**src/rtl/txs_pkg.sv**
```systemverilog
package txs_pkg;
  localparam int WORD_W     = 16;
  localparam int MAX_LINES  = 4;
  // status word fields
  localparam int ST_CLR     = 4;
  localparam int ST_SCAN    = 5;
  localparam int ST_LINE_LO = 8;
  localparam int ST_TIE     = 14;
  localparam int ST_RDY     = 15;
  // control word fields
  localparam int CTL_MDM_LO = 8;
  localparam int MDM_W      = 4;
  // transmit buffer fields
  localparam int TB_BRK_LO  = 8;

  typedef struct packed {
    logic              wr;
    logic [WORD_W-1:0] data;
  } host_wr_t;
endpackage

```
**src/rtl/txs_rst_sync.sv**
```systemverilog
module txs_rst_sync #(
  parameter int STAGES = 2
) (
  input  logic clk,
  input  logic rst_an,
  output logic rst_sn
);
  logic [STAGES-1:0] sync_q;

  always_ff @(posedge clk or negedge rst_an) begin
    if (!rst_an) sync_q <= '0;
    else         sync_q <= {sync_q[STAGES-2:0], 1'b1};
  end

  assign rst_sn = sync_q[STAGES-1];
endmodule

```
**src/rtl/txs_rr_pick.sv**
```systemverilog
module txs_rr_pick #(
  parameter  int N  = 4,
  localparam int IW = (N > 1) ? $clog2(N) : 1
) (
  input  logic [N-1:0]  req,
  input  logic [IW-1:0] start,
  output logic          found,
  output logic [IW-1:0] idx
);
  logic [IW-1:0] rot_idx [N];
  logic [N-1:0]  rot_req;

  // candidate order: start, start+1, ... wrapping at N
  for (genvar g = 0; g < N; g++) begin : g_rot
    logic [IW:0] raw;
    assign raw        = {1'b0, start} + (IW+1)'(g);
    assign rot_idx[g] = (raw >= (IW+1)'(N)) ? IW'(raw - (IW+1)'(N)) : IW'(raw);
    assign rot_req[g] = req[rot_idx[g]];
  end

  always_comb begin
    found = 1'b0;
    idx   = '0;
    for (int k = N - 1; k >= 0; k--) begin
      if (rot_req[k]) begin
        found = 1'b1;
        idx   = rot_idx[k];
      end
    end
  end
endmodule

```
**src/rtl/txs_cfg_regs.sv**
```systemverilog
module txs_cfg_regs
  import txs_pkg::*;
#(
  parameter int NUM_LINES = 4
) (
  input  logic                 clk,
  input  logic                 rst_n,
  input  host_wr_t             csr_w,
  input  host_wr_t             ctl_w,
  input  host_wr_t             tb_w,
  output logic                 clr,
  output logic [NUM_LINES-1:0] en_q,
  output logic [NUM_LINES-1:0] en_d,
  output logic                 scan_q,
  output logic                 scan_d,
  output logic                 tie_q,
  output logic [MDM_W-1:0]     mdm_q,
  output logic [NUM_LINES-1:0] brk_q
);
  logic [MDM_W-1:0]     mdm_d;
  logic [NUM_LINES-1:0] brk_d;
  logic                 tie_d;
  logic                 cfg_ce;
  logic                 unused_bits;

  assign unused_bits = ^{csr_w.data, ctl_w.data, tb_w.data};

  // next state
  always_comb begin
    clr    = csr_w.wr & csr_w.data[ST_CLR];
    cfg_ce = csr_w.wr | ctl_w.wr | tb_w.wr;
    en_d   = en_q;
    mdm_d  = mdm_q;
    brk_d  = brk_q;
    scan_d = scan_q;
    tie_d  = tie_q;
    if (csr_w.wr) begin
      scan_d = csr_w.data[ST_SCAN];
      tie_d  = csr_w.data[ST_TIE];
    end
    if (clr) begin
      en_d  = '0;
      mdm_d = '0;
      brk_d = '0;
    end else begin
      if (ctl_w.wr) begin
        en_d  = ctl_w.data[NUM_LINES-1:0];
        mdm_d = ctl_w.data[CTL_MDM_LO +: MDM_W];
      end
      if (tb_w.wr) brk_d = tb_w.data[TB_BRK_LO +: NUM_LINES];
    end
  end

  // registers
  always_ff @(posedge clk or negedge rst_n) begin
    if (!rst_n) begin
      en_q   <= '0;
      mdm_q  <= '0;
      brk_q  <= '0;
      scan_q <= 1'b0;
      tie_q  <= 1'b0;
    end else if (cfg_ce) begin
      en_q   <= en_d;
      mdm_q  <= mdm_d;
      brk_q  <= brk_d;
      scan_q <= scan_d;
      tie_q  <= tie_d;
    end
  end

  a_r12_clear_zeroes: assert property (@(posedge clk) disable iff (!rst_n)
    clr |=> (en_q == '0) && (brk_q == '0) && (mdm_q == '0));

  a_r2_enables_stable: assert property (@(posedge clk) disable iff (!rst_n)
    (!ctl_w.wr && !clr) |=> $stable(en_q));

  a_r8_break_stable: assert property (@(posedge clk) disable iff (!rst_n)
    (!tb_w.wr && !clr) |=> $stable(brk_q));
endmodule

```
**src/rtl/txs_sched.sv**
```systemverilog
module txs_sched
  import txs_pkg::*;
#(
  parameter  int NUM_LINES = 4,
  parameter  int CHAR_W    = 8,
  localparam int LW        = (NUM_LINES > 1) ? $clog2(NUM_LINES) : 1
) (
  input  logic                 clk,
  input  logic                 rst_n,
  input  logic                 clr,
  input  logic                 scan_d,
  input  logic [NUM_LINES-1:0] en_d,
  input  logic [NUM_LINES-1:0] ser_empty,
  input  logic                 tb_wr,
  input  logic [CHAR_W-1:0]    tb_char,
  output logic                 rdy_q,
  output logic [LW-1:0]        line_q,
  output logic [NUM_LINES-1:0] ser_load,
  output logic [CHAR_W-1:0]    ser_data
);
  logic [NUM_LINES-1:0] elig;
  logic [LW-1:0]        ptr_q, ptr_d;
  logic [LW-1:0]        line_d;
  logic                 rdy_d;
  logic [NUM_LINES-1:0] load_d;
  logic                 pick_found;
  logic [LW-1:0]        pick_idx;
  logic                 serve;
  logic                 keep;

  assign elig = en_d & ser_empty & {NUM_LINES{scan_d}};

  txs_rr_pick #(.N(NUM_LINES)) u_pick (
    .req   (elig),
    .start (ptr_q),
    .found (pick_found),
    .idx   (pick_idx)
  );

  // next state
  always_comb begin
    serve  = tb_wr & rdy_q & ~clr;
    keep   = rdy_q & elig[line_q];
    rdy_d  = 1'b0;
    line_d = line_q;
    ptr_d  = ptr_q;
    load_d = '0;
    if (clr) begin
      line_d = '0;
      ptr_d  = '0;
    end else if (serve) begin
      load_d[line_q] = 1'b1;
      ptr_d = (line_q == LW'(NUM_LINES - 1)) ? '0 : line_q + LW'(1);
    end else if (keep) begin
      rdy_d = 1'b1;
    end else begin
      rdy_d = pick_found;
      if (pick_found) line_d = pick_idx;
    end
  end

  // registers
  always_ff @(posedge clk or negedge rst_n) begin
    if (!rst_n) begin
      rdy_q    <= 1'b0;
      line_q   <= '0;
      ptr_q    <= '0;
      ser_load <= '0;
    end else begin
      rdy_q    <= rdy_d;
      line_q   <= line_d;
      ptr_q    <= ptr_d;
      ser_load <= load_d;
    end
  end

  always_ff @(posedge clk or negedge rst_n) begin
    if (!rst_n)     ser_data <= '0;
    else if (serve) ser_data <= tb_char;
  end

  a_r6_one_load: assert property (@(posedge clk) disable iff (!rst_n)
    $onehot0(ser_load));

  a_r6_load_cause: assert property (@(posedge clk) disable iff (!rst_n)
    (|ser_load) |-> ($past(tb_wr) && $past(rdy_q)));

  a_r6_ready_gap: assert property (@(posedge clk) disable iff (!rst_n)
    (tb_wr && rdy_q && !clr) |=> !rdy_q);

  a_r5_hold_line: assert property (@(posedge clk) disable iff (!rst_n)
    (rdy_q && !clr && !tb_wr && elig[line_q]) |=> (rdy_q && $stable(line_q)));

  a_r7_no_idle_load: assert property (@(posedge clk) disable iff (!rst_n)
    (tb_wr && !rdy_q) |=> (ser_load == '0) && $stable(ser_data));
endmodule

```
**src/rtl/txreq_scanner.sv**
```systemverilog
module txreq_scanner
  import txs_pkg::*;
#(
  parameter  int NUM_LINES = 4,
  parameter  int CHAR_W    = 8,
  localparam int LW        = (NUM_LINES > 1) ? $clog2(NUM_LINES) : 1
) (
  input  logic                 clk,
  input  logic                 rst_n,
  input  logic                 csr_wr,
  input  logic [WORD_W-1:0]    csr_wdata,
  input  logic                 ctl_wr,
  input  logic [WORD_W-1:0]    ctl_wdata,
  input  logic                 tbuf_wr,
  input  logic [WORD_W-1:0]    tbuf_wdata,
  input  logic [NUM_LINES-1:0] ser_empty,
  output logic [WORD_W-1:0]    stat_word,
  output logic [WORD_W-1:0]    ctl_rdata,
  output logic                 tx_irq,
  output logic [NUM_LINES-1:0] ser_load,
  output logic [CHAR_W-1:0]    ser_data,
  output logic [NUM_LINES-1:0] line_break,
  output logic [MDM_W-1:0]     modem_ctl
);
  logic                 rst_sn;
  logic                 clr;
  logic [NUM_LINES-1:0] en_q, en_d;
  logic                 scan_q, scan_d, tie_q;
  logic [MDM_W-1:0]     mdm_q;
  logic [NUM_LINES-1:0] brk_q;
  logic                 rdy;
  logic [LW-1:0]        line_q;
  host_wr_t             csr_w, ctl_w, tb_w;

  assign csr_w = '{wr: csr_wr,  data: csr_wdata};
  assign ctl_w = '{wr: ctl_wr,  data: ctl_wdata};
  assign tb_w  = '{wr: tbuf_wr, data: tbuf_wdata};

  txs_rst_sync #(.STAGES(2)) u_rst (
    .clk    (clk),
    .rst_an (rst_n),
    .rst_sn (rst_sn)
  );

  txs_cfg_regs #(.NUM_LINES(NUM_LINES)) u_cfg (
    .clk    (clk),
    .rst_n  (rst_sn),
    .csr_w  (csr_w),
    .ctl_w  (ctl_w),
    .tb_w   (tb_w),
    .clr    (clr),
    .en_q   (en_q),
    .en_d   (en_d),
    .scan_q (scan_q),
    .scan_d (scan_d),
    .tie_q  (tie_q),
    .mdm_q  (mdm_q),
    .brk_q  (brk_q)
  );

  txs_sched #(.NUM_LINES(NUM_LINES), .CHAR_W(CHAR_W)) u_sched (
    .clk       (clk),
    .rst_n     (rst_sn),
    .clr       (clr),
    .scan_d    (scan_d),
    .en_d      (en_d),
    .ser_empty (ser_empty),
    .tb_wr     (tbuf_wr),
    .tb_char   (tbuf_wdata[CHAR_W-1:0]),
    .rdy_q     (rdy),
    .line_q    (line_q),
    .ser_load  (ser_load),
    .ser_data  (ser_data)
  );

  always_comb begin
    stat_word          = '0;
    stat_word[ST_RDY]  = rdy;
    stat_word[ST_TIE]  = tie_q;
    stat_word[ST_SCAN] = scan_q;
    if (rdy) stat_word[ST_LINE_LO +: LW] = line_q;
    ctl_rdata                       = '0;
    ctl_rdata[NUM_LINES-1:0]        = en_q;
    ctl_rdata[CTL_MDM_LO +: MDM_W]  = mdm_q;
  end

  assign tx_irq     = rdy & tie_q;
  assign line_break = brk_q;
  assign modem_ctl  = mdm_q;

  a_r3_ready_line_enabled: assert property (@(posedge clk) disable iff (!rst_sn)
    rdy |-> (en_q[line_q] && scan_q));

  a_r11_disable_drops: assert property (@(posedge clk) disable iff (!rst_sn)
    (ctl_wr && rdy && !ctl_wdata[line_q] && !clr) |=> (!rdy || (line_q != $past(line_q))));

  a_r13_scan_off: assert property (@(posedge clk) disable iff (!rst_sn)
    (csr_wr && !csr_wdata[ST_SCAN]) |=> !rdy);
endmodule

```
**config.mk**
```make
export PLATFORM = sky130hd
export DESIGN_NAME = txreq_scanner
export DESIGN_NICKNAME = d
export VERILOG_FILES = /design/src/rtl/txs_pkg.sv /design/src/rtl/txs_rst_sync.sv /design/src/rtl/txs_rr_pick.sv /design/src/rtl/txs_cfg_regs.sv /design/src/rtl/txs_sched.sv /design/src/rtl/txreq_scanner.sv
export SDC_FILE = /design/constraint.sdc
export NUM_CORES = 1
export LEC_CHECK = 0
export ABC_AREA = 1
export BUFFER_PORTS_ARGS = -buffer_cell sky130_fd_sc_hd__buf_2
export CORE_ASPECT_RATIO = 1.5
export CORE_MARGIN = 1
export CORE_UTILIZATION = 44
export CTS_CLUSTER_SIZE = 25
export DETAILED_ROUTE_END_ITERATION = 16
export PLACE_DENSITY = 0.86
export RECOVER_POWER = 100
export REMOVE_ABC_BUFFERS = 1
export SLEW_MARGIN = 30
export SYNTH_ARGS = -nofsm -noshare
export SYNTH_HDL_FRONTEND = slang
export SYNTH_SLANG_ARGS = --single-unit
```
**constraint.sdc**
```tcl
create_clock -name clk -period 1.35 [get_ports clk]
set_clock_uncertainty 0.2 [all_clocks]
set_input_delay 0.27 -clock clk [delete_from_list [all_inputs] [get_ports clk]]
set_output_delay 0.27 -clock clk [all_outputs]
set_load 0.02 [all_outputs]
```
==> impl_metrics.ini, run 1 <==
[outcome]
status = complete, but fails checks
violations = negative setup slack

[routing]
drtIter0Drc = 52
routed_wl_um = 5370
wl_per_cell_um = 13.7
ant_nets = 0
firstDrtPassIters = 4
vias = 1876
drcViolationCount = 0
viasPerCell = 4.80

[floorplan]
core_area_um2 = 4030
die-area_um2 = 4580
pin_count = 110
die_width_um = 55.6
die_y_um = 82.4
num_rows = 28
initial_core_util = 0.471

[finish]
final_nets = 406
drive_gt1_frac = 0.529
synthToLayoutAreaGrowth_pct = 51.8
register_area_um2 = 828
final_cells = 391
fill_cells = 288
design_area_um2 = 2880
n_antenna_cell = 0
multi_input_area_um2 = 1000

[cts]
path_clk_slew_ps = 70
cts_sinks = 33
clockBufferDepth = 2
htreeDepth = 2
cts_buffers = 5
cts_tree = yes
clkLatencyLatePin_ps = 290
cts-root-buf = clkbuf_8

[timing]
setup_viol = 23
hold_violations = 0
tightest_slew_ps = 585
finalMaxSlewViolations = 0
max_slew_margin = 0.610
fmax_ghz = 0.548
setup_slack_ps = -474
post-route-period-util = 1.35
min_period_ps = 1820
rsz0062_at_grt = yes

[global_routing]
grt_max_degree = 24
gr-total-overflow = 0
grt_use_total = 0.229
antenna_found_initial = 0
grt_first_pass_wirelength_um = 7840
grt_pass1_vias = 1891

[synth]
synth_warnings = 0
seq_area_frac_synth = 0.435
syn_area_um2 = 1900
ys_ff_latch = 33
ys_types = 25
syn-instance-count = 236
syn_avg_cell_area_um2 = 8.04

[critical_path]
max_stage_delay_ps = 370
worstPathMaxFanout = 5
cp.required_ps = 1380
crit_slowest_cell = dfrtp_1
cp-start-kind = flop
timing.setup.critical_path_class = flop to flop
cpLargestDelayFamily = simple AND/OR/NAND/NOR gates
cp_cell_sequence = inv_2 > nand2_2 > nand2_4 > nor2_4 > nand3_2 > nand2_2 > nand2_1 > nand2_2 > nor2_4 > nand2_2 > nand2_1 > nor2_1 > nand2_1 > nand2_1
path_buf_inv = 1
arrival_ps = 1850
crit_path_end_kind = flop

[placement]
dp.cells = 361
place_congestion = 0.873
port_buffers = 65
dp_hpwl_um = 3400
dpl_cell_area_um2 = 2330

[power]
powerDensity_nw_per_um2 = 1700
p_leak_nw = 1.58
peakVddDrop_mv = 1.55
p_total_w = 0.00491

[flow_run]
maxCapViolations = 0

[min_path]
hold_path_class = input pin to flop
==> state kept, by name (all words and copies together) (netlist names) <==
name / cells
u_cfg.brk_q: 4
u_cfg.en_q: 4
u_cfg.mdm_q: 4
u_cfg.scan_q: 1
u_cfg.tie_q: 1
u_rst.sync_q: 2
u_sched.line_q: 2
u_sched.ptr_q: 2
u_sched.rdy_q: 1
u_sched.ser_data: 8
u_sched.ser_load: 4
==> area by class of cell <==
class / count / share of cell area
Multi-Input combinational cell: 166 / 0.349
Inverter: 25 / 0.0335
Sequential cell: 33 / 0.288
Tap cell: 45 / 0.0196
Clock buffer: 8 / 0.0278
Timing Repair Buffer: 114 / 0.283
==> stage by stage <==
step | utilization | hold slack (ps) | setup WS, ps | setup TNS [ps]
after floorplan | - | -226 | -349 | -4080
after global placement | 0.579 | -143 | -489 | -1260
after detailed placement | 0.579 | -142 | -481 | -1440
after CTS | 0.675 | 0.818 | -388 | -1950
after global routing | 0.715 | 37.4 | -549 | -4400
final | 0.715 | 17.4 | -474 | -3440
==> synth_stat cells, drive strengths merged <==
master  count  area share
a21boi      1      0.0040
a21oi       2      0.0073
buf        28        0.11
clkbuf      2      0.0040
conb        2      0.0040
dfrtp      33        0.44
ha          4       0.026
inv        25       0.049
nand2      70        0.16
nand3      14       0.045
nor2       37       0.092
o21ai      15       0.046
o22ai       1      0.0066
o32ai       1      0.0046
xnor2       1      0.0046
==> repair_timing <==
action,in CTS,in global routing
gates cloned,0,1
buffers inserted,8,6
hold endpoints to repair,18,0
gates resized for setup,45,43
hold buffers,10,0
endpoints found under the setup margin,14,24
pin swaps,11,7
==> path summary, 6_finish.rpt <==
check | from | to | slack (ps) | depth (start not counted)
worst max-delay path | u_cfg.scan_q$_DFFE_PN0P_ | u_sched.line_q[1]$_DFFE_PN0P_ | -470 | 14
worst min-delay path | ctl_wdata[11] | u_cfg.mdm_q[3]$_DFFE_PN0P_ | 20 | 3
worst max register to register | u_cfg.scan_q$_DFFE_PN0P_ | u_sched.line_q[1]$_DFFE_PN0P_ | -470 | 14
worst min register to register | u_rst.sync_q[1]$_DFF_PN0_ | u_cfg.en_q[3]$_DFFE_PN0P_ | 150 | 1
max in group asynchronous | u_rst.sync_q[1]$_DFF_PN0_ | u_cfg.brk_q[2]$_DFFE_PN0P_ | 300 | 2
min in group asynchronous | rst_n | u_rst.sync_q[0]$_DFF_PN0_ | 110 | 2
==> worst min-delay path, delay by kind of cell <==
family	cells	cell delay, ps
buf+inv	1	80
simple gates	2	110
==> cells by family (layout without fill, tap and decap cells) <==
logic type,Yosys count,in the layout,synth area share
AO/OA/AOI/OAI,20,20,0.0679
XOR/XNOR,1,1,0.00462
adder cells (fa/ha/maj),4,4,0.0264
buffers and inverters,55,147,0.163
flip-flops,33,33,0.435
other,2,20,0.00396
AND/OR/NAND/NOR,121,121,0.299
==> routing by layer <==
layer | track usage | part of all wire | up-vias
met4 | 0.183 | 0.042 | 0
met2 | 0.437 | 0.58 | 74
met5 | 0 | 0 | -
met1 | 0.211 | 0.34 | 885
li1 | - | - | 894
met3 | 0.0452 | 0.035 | 23
==> cells in the final DEF (no fill, tap or decap), drive strengths merged <==
cell type,n
inv,25
ha,4
o32ai,1
clkbuf,10
a21boi,1
a21oi,2
o22ai,1
xnor2,1
dlygate4sd3,10
nand2,70
nor2,37
buf,102
o21ai,15
nand3,14
dfrtp,33
conb,20
==> report_power, final <==
group          leakage, nW  internal [W]  switching [W]  total [W]
Clock               0.0395      0.000366       0.000349   0.000715
Sequential           0.411       0.00122       0.000199    0.00142
Combinational         1.13       0.00118        0.00158    0.00277
(Power assumes the default switching activity.)
==> run 2, diff against run 1 <==
- CORE_ASPECT_RATIO: 1.5 -> 1.75
==> run 2 against run 1 <==
The run still ends with negative setup slack left. Routed wire length fell by 2.5%. Maximum frequency rose by 4.2%. Final area fell by 1.2%. First-iteration DRC count fell by 27%. Clock power rose by 0.8%. Sequential power barely moved. Core utilization fell by 2.9 points. Power fell by 1.1%. Critical path type unchanged. Largest cell class unchanged. Largest power group unchanged.
==> impl_metrics.ini, run 2 (synthesis results as in run 1) <==
[power]
powerDensity_nw_per_um2 = 1710
p_seq_frac = 0.293
p_total_w = 0.00485
peakVddDrop_mv = 1.25
p_switching_w = 0.00211
clock_power_share = 0.149
sw_frac_of_total = 0.434
p_int_w = 0.00274
comb_power_share = 0.558
p_leak_nw = 1.56

[timing]
min_period_ps = 1750
tns_ps = -2480
finalMaxSlewViolations = 0
setup_slack_ps = -400
fmax_ghz = 0.571
setup_viol = 18
rsz0062_at_grt = yes
tightest_slew_ps = 733
post-route-period-util = 1.30
max_slew_margin = 0.511
hold_violations = 0

[global_routing]
antenna_found_initial = 0
grt_first_pass_wirelength_um = 7460
grt_pass1_vias = 1718
gr-total-overflow = 0
grt_use_total = 0.225
grt_max_degree = 17

[routing]
vias = 1819
firstDrtPassIters = 4
routed_wl_um = 5240
drtIter0Drc = 38
drcViolationCount = 0
wl_per_cell_um = 13.4
ant_nets = 0
viasPerCell = 4.65

[placement]
pre_cts_slack_ps = -484
place_congestion = 0.859
dp_hpwl_um = 3420
port_buffers = 65

[finish]
fin_util = 0.685
mostFrequentLayoutCells = buf_2, nand2_1, dfrtp_1
register_area_um2 = 828
synthToLayoutAreaGrowth_pct = 49.9
regMostFlops = u_sched.ser_data
drive_gt1_frac = 0.515
final_nets = 402
n_antenna_cell = 0
multi_input_area_um2 = 1010
fill_cells = 333
largest_reg_flops = 8
final_common_cell = buf_2

[outcome]
status = complete, but fails checks
violations = negative setup slack

[critical_path]
worstPathMaxFanout = 5
cp.required_ps = 1330
path_common_cell = nand2_2
arrival_ps = 1730
timing.setup.critical_path_class = flop to flop
cp_cell_sequence = inv_1 > nand2_2 > nand2_4 > nor2_4 > nand3_1 > nand2_2 > nand2_2 > nand2_2 > nor2_4 > nand2_2 > nand3_2 > nand2_1 > nand2_1 > nand2_1
cp-start-kind = flop
crit_path_end_kind = flop
max_stage_delay_ps = 370
crit_slowest_cell = dfrtp_1

[flow_run]
maxCapViolations = 0

[floorplan]
die-area_um2 = 4590
die_y_um = 88.9
num_rows = 31
core_area_um2 = 4150
pin_count = 110
initial_core_util = 0.457
die_width_um = 51.6

[cts]
cts_tree = yes
clockBufferDepth = 2
htreeDepth = 2
cts-root-buf = clkbuf_8
path_clk_slew_ps = 70
cts_buffers = 5
clkLatencyLatePin_ps = 290
cts_sinks = 33

[min_path]
hold_path_class = input pin to flop
==> run 2: cell count changes in the layout (fill, tap and decap cells not counted), moves of 2 or more <==
cell,delta
buf_4,-4
nand2_1,+3
nand2_4,+2
nand2_2,-5
buf_2,+2
buf_6,-4
==> run 2: critical path, delay by kind of cell (launching register included) <==
family | cells | cell delay [ps]
buf+inv | 1 | 70
flops | 1 | 370
simple gates | 13 | 1020
==> run 2: routing by layer <==
layer,wire [µm],track usage,share of wire,vias to the layer above
met2,2990,0.404,0.57,77
met3,198,0.0447,0.038,22
met5,0,0,0,-
li1,-,-,-,883
met1,1790,0.222,0.34,837
met4,254,0.165,0.049,0
==> run 2: power by group through the flow <==
| stage | logic, W | clock network [W] | registers, W |
|---|---|---|---|
| floorplan | 0.000957 | 0 | 0.00165 |
| global placement | 0.00192 | 0 | 0.00139 |
| CTS | 0.00230 | 0.000746 | 0.00140 |
| global route | 0.00292 | 0.000783 | 0.00145 |
| detailed placement | 0.00196 | 0 | 0.00140 |
| finish | 0.00271 | 0.000721 | 0.00142 |
==> run 2: final timing paths <==
| check | slack, ps | to | startpoint | cells past startpoint |
|---|---|---|---|---|
| max in group asynchronous | 260 | u_cfg.mdm_q[2]$_DFFE_PN0P_ | u_rst.sync_q[1]$_DFF_PN0_ | 1 |
| worst max-delay path | -400 | u_sched.line_q[0]$_DFFE_PN0P_ | u_cfg.scan_q$_DFFE_PN0P_ | 14 |
| worst min register to register | 120 | u_sched.ser_data[6]$_DFFE_PN0P_ | u_rst.sync_q[1]$_DFF_PN0_ | 1 |
| worst max register to register | -400 | u_sched.line_q[0]$_DFFE_PN0P_ | u_cfg.scan_q$_DFFE_PN0P_ | 14 |
| min in group asynchronous | 100 | u_rst.sync_q[1]$_DFF_PN0_ | rst_n | 2 |
| worst min-delay path | 10 | u_cfg.brk_q[1]$_DFFE_PN0P_ | tbuf_wdata[9] | 3 |
==> run 2: stage by stage <==
stage | instances | hold slack, ps | cell area [µm²]
global route | 391 | 12.7 | 2840
detailed placement | 363 | -172 | 2340
global placement | 363 | -174 | 2340
CTS | 385 | 10.9 | 2680
floorplan | 224 | -226 | 1750
finish | 391 | 13.6 | 2840
==> run 2: layout make-up <==
type / count / share of cell area
Inverter: 25 / 0.0339
Clock inverter: 1 / 0.00264
Timing Repair Buffer: 110 / 0.270
Tap cell: 49 / 0.0216
Multi-Input combinational cell: 166 / 0.354
Clock buffer: 7 / 0.0268
Sequential cell: 33 / 0.291
==> run 2: repair_timing <==
action / CTS / global route
hold buffers: 11 / 0
endpoints found under the hold margin: 12 / 0
pin swaps: 8 / 7
gates cloned: 0 / 1
gates resized for setup: 41 / 38
buffers inserted: 3 / 6
setup endpoints to repair: 11 / 23
==> run 3, diff against run 2 <==
- SETUP_SLACK_MARGIN: unset -> 0.02
==> run 3 against run 2 <==
The flow still finishes with violations (negative setup slack). Flip-flop and latch count stayed put. Maximum frequency is 0.88% higher. Core utilization is 1.8 points higher. Global-route usage is 0.11 points lower. Register-to-register slack better by 20 ps. Combinational power is 1% higher. Final area is 2.6% higher. Critical endpoint is now u_sched.line_q[1]$_DFFE_PN0P_. Largest cell class unchanged. Largest power group unchanged. Highest routed layer unchanged.
==> impl_metrics.ini, run 3 (synthesis results as in run 1) <==
[finish]
synthToLayoutAreaGrowth_pct = 53.9
drive_gt1_frac = 0.520
multi_input_area_um2 = 985
fill_cells = 306
register_area_um2 = 828
regMostFlops = u_sched.ser_data
final_nets = 406
largest_reg_flops = 8
final_common_cell = buf_2
n_antenna_cell = 0
mostFrequentLayoutCells = buf_2, nand2_1, dfrtp_1
design_area_um2 = 2920

[power]
peakVddDrop_mv = 1.25
p_leak_nw = 1.58
powerDensity_nw_per_um2 = 1680

[cts]
cts-root-buf = clkbuf_8
path_clk_slew_ps = 70
cts_sinks = 33
cts_tree = yes
htreeDepth = 2
cts_buffers = 5
clkLatencyLatePin_ps = 280
clockBufferDepth = 2

[timing]
max_slew_margin = 0.511
post-route-period-util = 1.29
setup_viol = 22
fmax_ghz = 0.576
hold_violations = 0
tns_ps = -2830
tightest_slew_ps = 733
rsz0062_at_grt = yes
finalMaxSlewViolations = 0
min_period_ps = 1730
setup_slack_ps = -385

[critical_path]
max_stage_delay_ps = 390
crit_end = u_sched.line_q[1]$_DFFE_PN0P_
path_common_cell = nand2_2
cp_cell_sequence = o21ai_0 > nor2_2 > nand2_2 > nand2_2 > nand3_2 > nand2_2 > nor2_4 > nand2_2 > nand2_1 > nor2_1 > nand2_1 > nand2_1
crit_slowest_cell = dfrtp_1
crit_path_start = u_cfg.en_q[2]$_DFFE_PN0P_
rrSetupSlack_ps = -380
worstPathMaxFanout = 3
worstReg2RegEnd = u_sched.line_q[1]$_DFFE_PN0P_
timing.setup.critical_path_class = flop to flop
cp.required_ps = 1320
r2r_cells = 12
cp-start-kind = flop
crit_path_end_kind = flop
reg2reg_from = u_cfg.en_q[2]$_DFFE_PN0P_
arrival_ps = 1710

[routing]
routed_wl_um = 5080
vias = 1836
wl_per_cell_um = 12.8
ant_nets = 0
firstDrtPassIters = 4
drcViolationCount = 0
drtIter0Drc = 61
viasPerCell = 4.65

[global_routing]
gr-total-overflow = 0
grt_use_total = 0.224
antenna_found_initial = 0
grt_max_degree = 17
grt_pass1_vias = 1695
grt_first_pass_wirelength_um = 7400

[floorplan]
initial_core_util = 0.457
die_width_um = 51.6
num_rows = 31
die-area_um2 = 4590
core_area_um2 = 4150
pin_count = 110
die_y_um = 88.9

[min_path]
min_from = tbuf_wdata[9]
hold_path_class = input pin to flop

[outcome]
violations = negative setup slack
status = complete, but fails checks

[placement]
port_buffers = 65
dpl_cell_area_um2 = 2340
dp_hpwl_um = 3420
place_congestion = 0.859

[flow_run]
maxCapViolations = 0
-- run 3: cell count changes in the layout (fill, tap and decap cells not counted), moves of 2 or more --
cell / delta
buf_2: -12
nor2_2: +2
nand2_2: +4
nand2_4: -3
buf_6: +9
buf_4: +7
-- run 3: layer usage --
| metal | global-route usage | wire, µm |
|---|---|---|
| met5 | 0 | 0 |
| met4 | 0.147 | 232 |
| met1 | 0.227 | 1810 |
| met2 | 0.406 | 2810 |
| met3 | 0.0412 | 225 |
-- run 3: final cells by class --
type                    instances  area share
clock buffers                   7      0.0261
repair buffers                114       0.295
flip-flops and latches         33       0.284
inverters                      25      0.0339
well taps                      49      0.0210
multi-input cells             166       0.337
clock inverters                 1     0.00257
-- run 3: timing repair --
| action | in CTS | in global routing |
|---|---|---|
| hold buffers | 11 | 0 |
| resized for setup | 45 | 50 |
| hold endpoints to repair | 12 | 0 |
| pin swaps | 8 | 6 |
| setup endpoints to repair | 19 | 37 |
| setup buffers | 3 | 11 |
-- run 3: stage by stage --
step | total power, W | util | cells | worst slack, ps | hold slack (ps)
after floorplan | 0.00261 | - | 224 | -349 | -226
after global placement | 0.00331 | 0.563 | 363 | -462 | -174
after detailed placement | 0.00336 | 0.563 | 363 | -484 | -172
after CTS | 0.00447 | 0.650 | 385 | -357 | 10.9
after global routing | 0.00520 | 0.703 | 395 | -515 | 15.6
final | 0.00489 | 0.703 | 395 | -385 | 16.3
-- run 3: worst max-delay path: cells and delay by family, from the launching register on --
| family | cells | cell delay [ps] |
|---|---|---|
| AND/OR/NAND/NOR | 11 | 830 |
| flip-flops | 1 | 390 |
| AO/OA/AOI/OAI | 1 | 200 |
-- run 3: power by group --
group	internal (W)	total [W]	switching [W]
Combinational	0.00124	0.00275	0.00151
Clock	0.000364	0.000720	0.000355
Sequential	0.00123	0.00142	0.000197
Total	0.00283	0.00489	0.00206
-- run 3: worst min path at each step --
stage	to	slack, ps	cells after the start
after floorplan	u_rst.sync_q[0]$_DFF_PN0_	-230	0
after global placement	u_cfg.tie_q$_DFFE_PN0P_	-170	0
after detailed placement	u_cfg.tie_q$_DFFE_PN0P_	-170	0
after CTS	u_cfg.brk_q[0]$_DFFE_PN0P_	10	3
after global routing	u_cfg.brk_q[2]$_DFFE_PN0P_	20	3
final	u_cfg.brk_q[1]$_DFFE_PN0P_	20	3
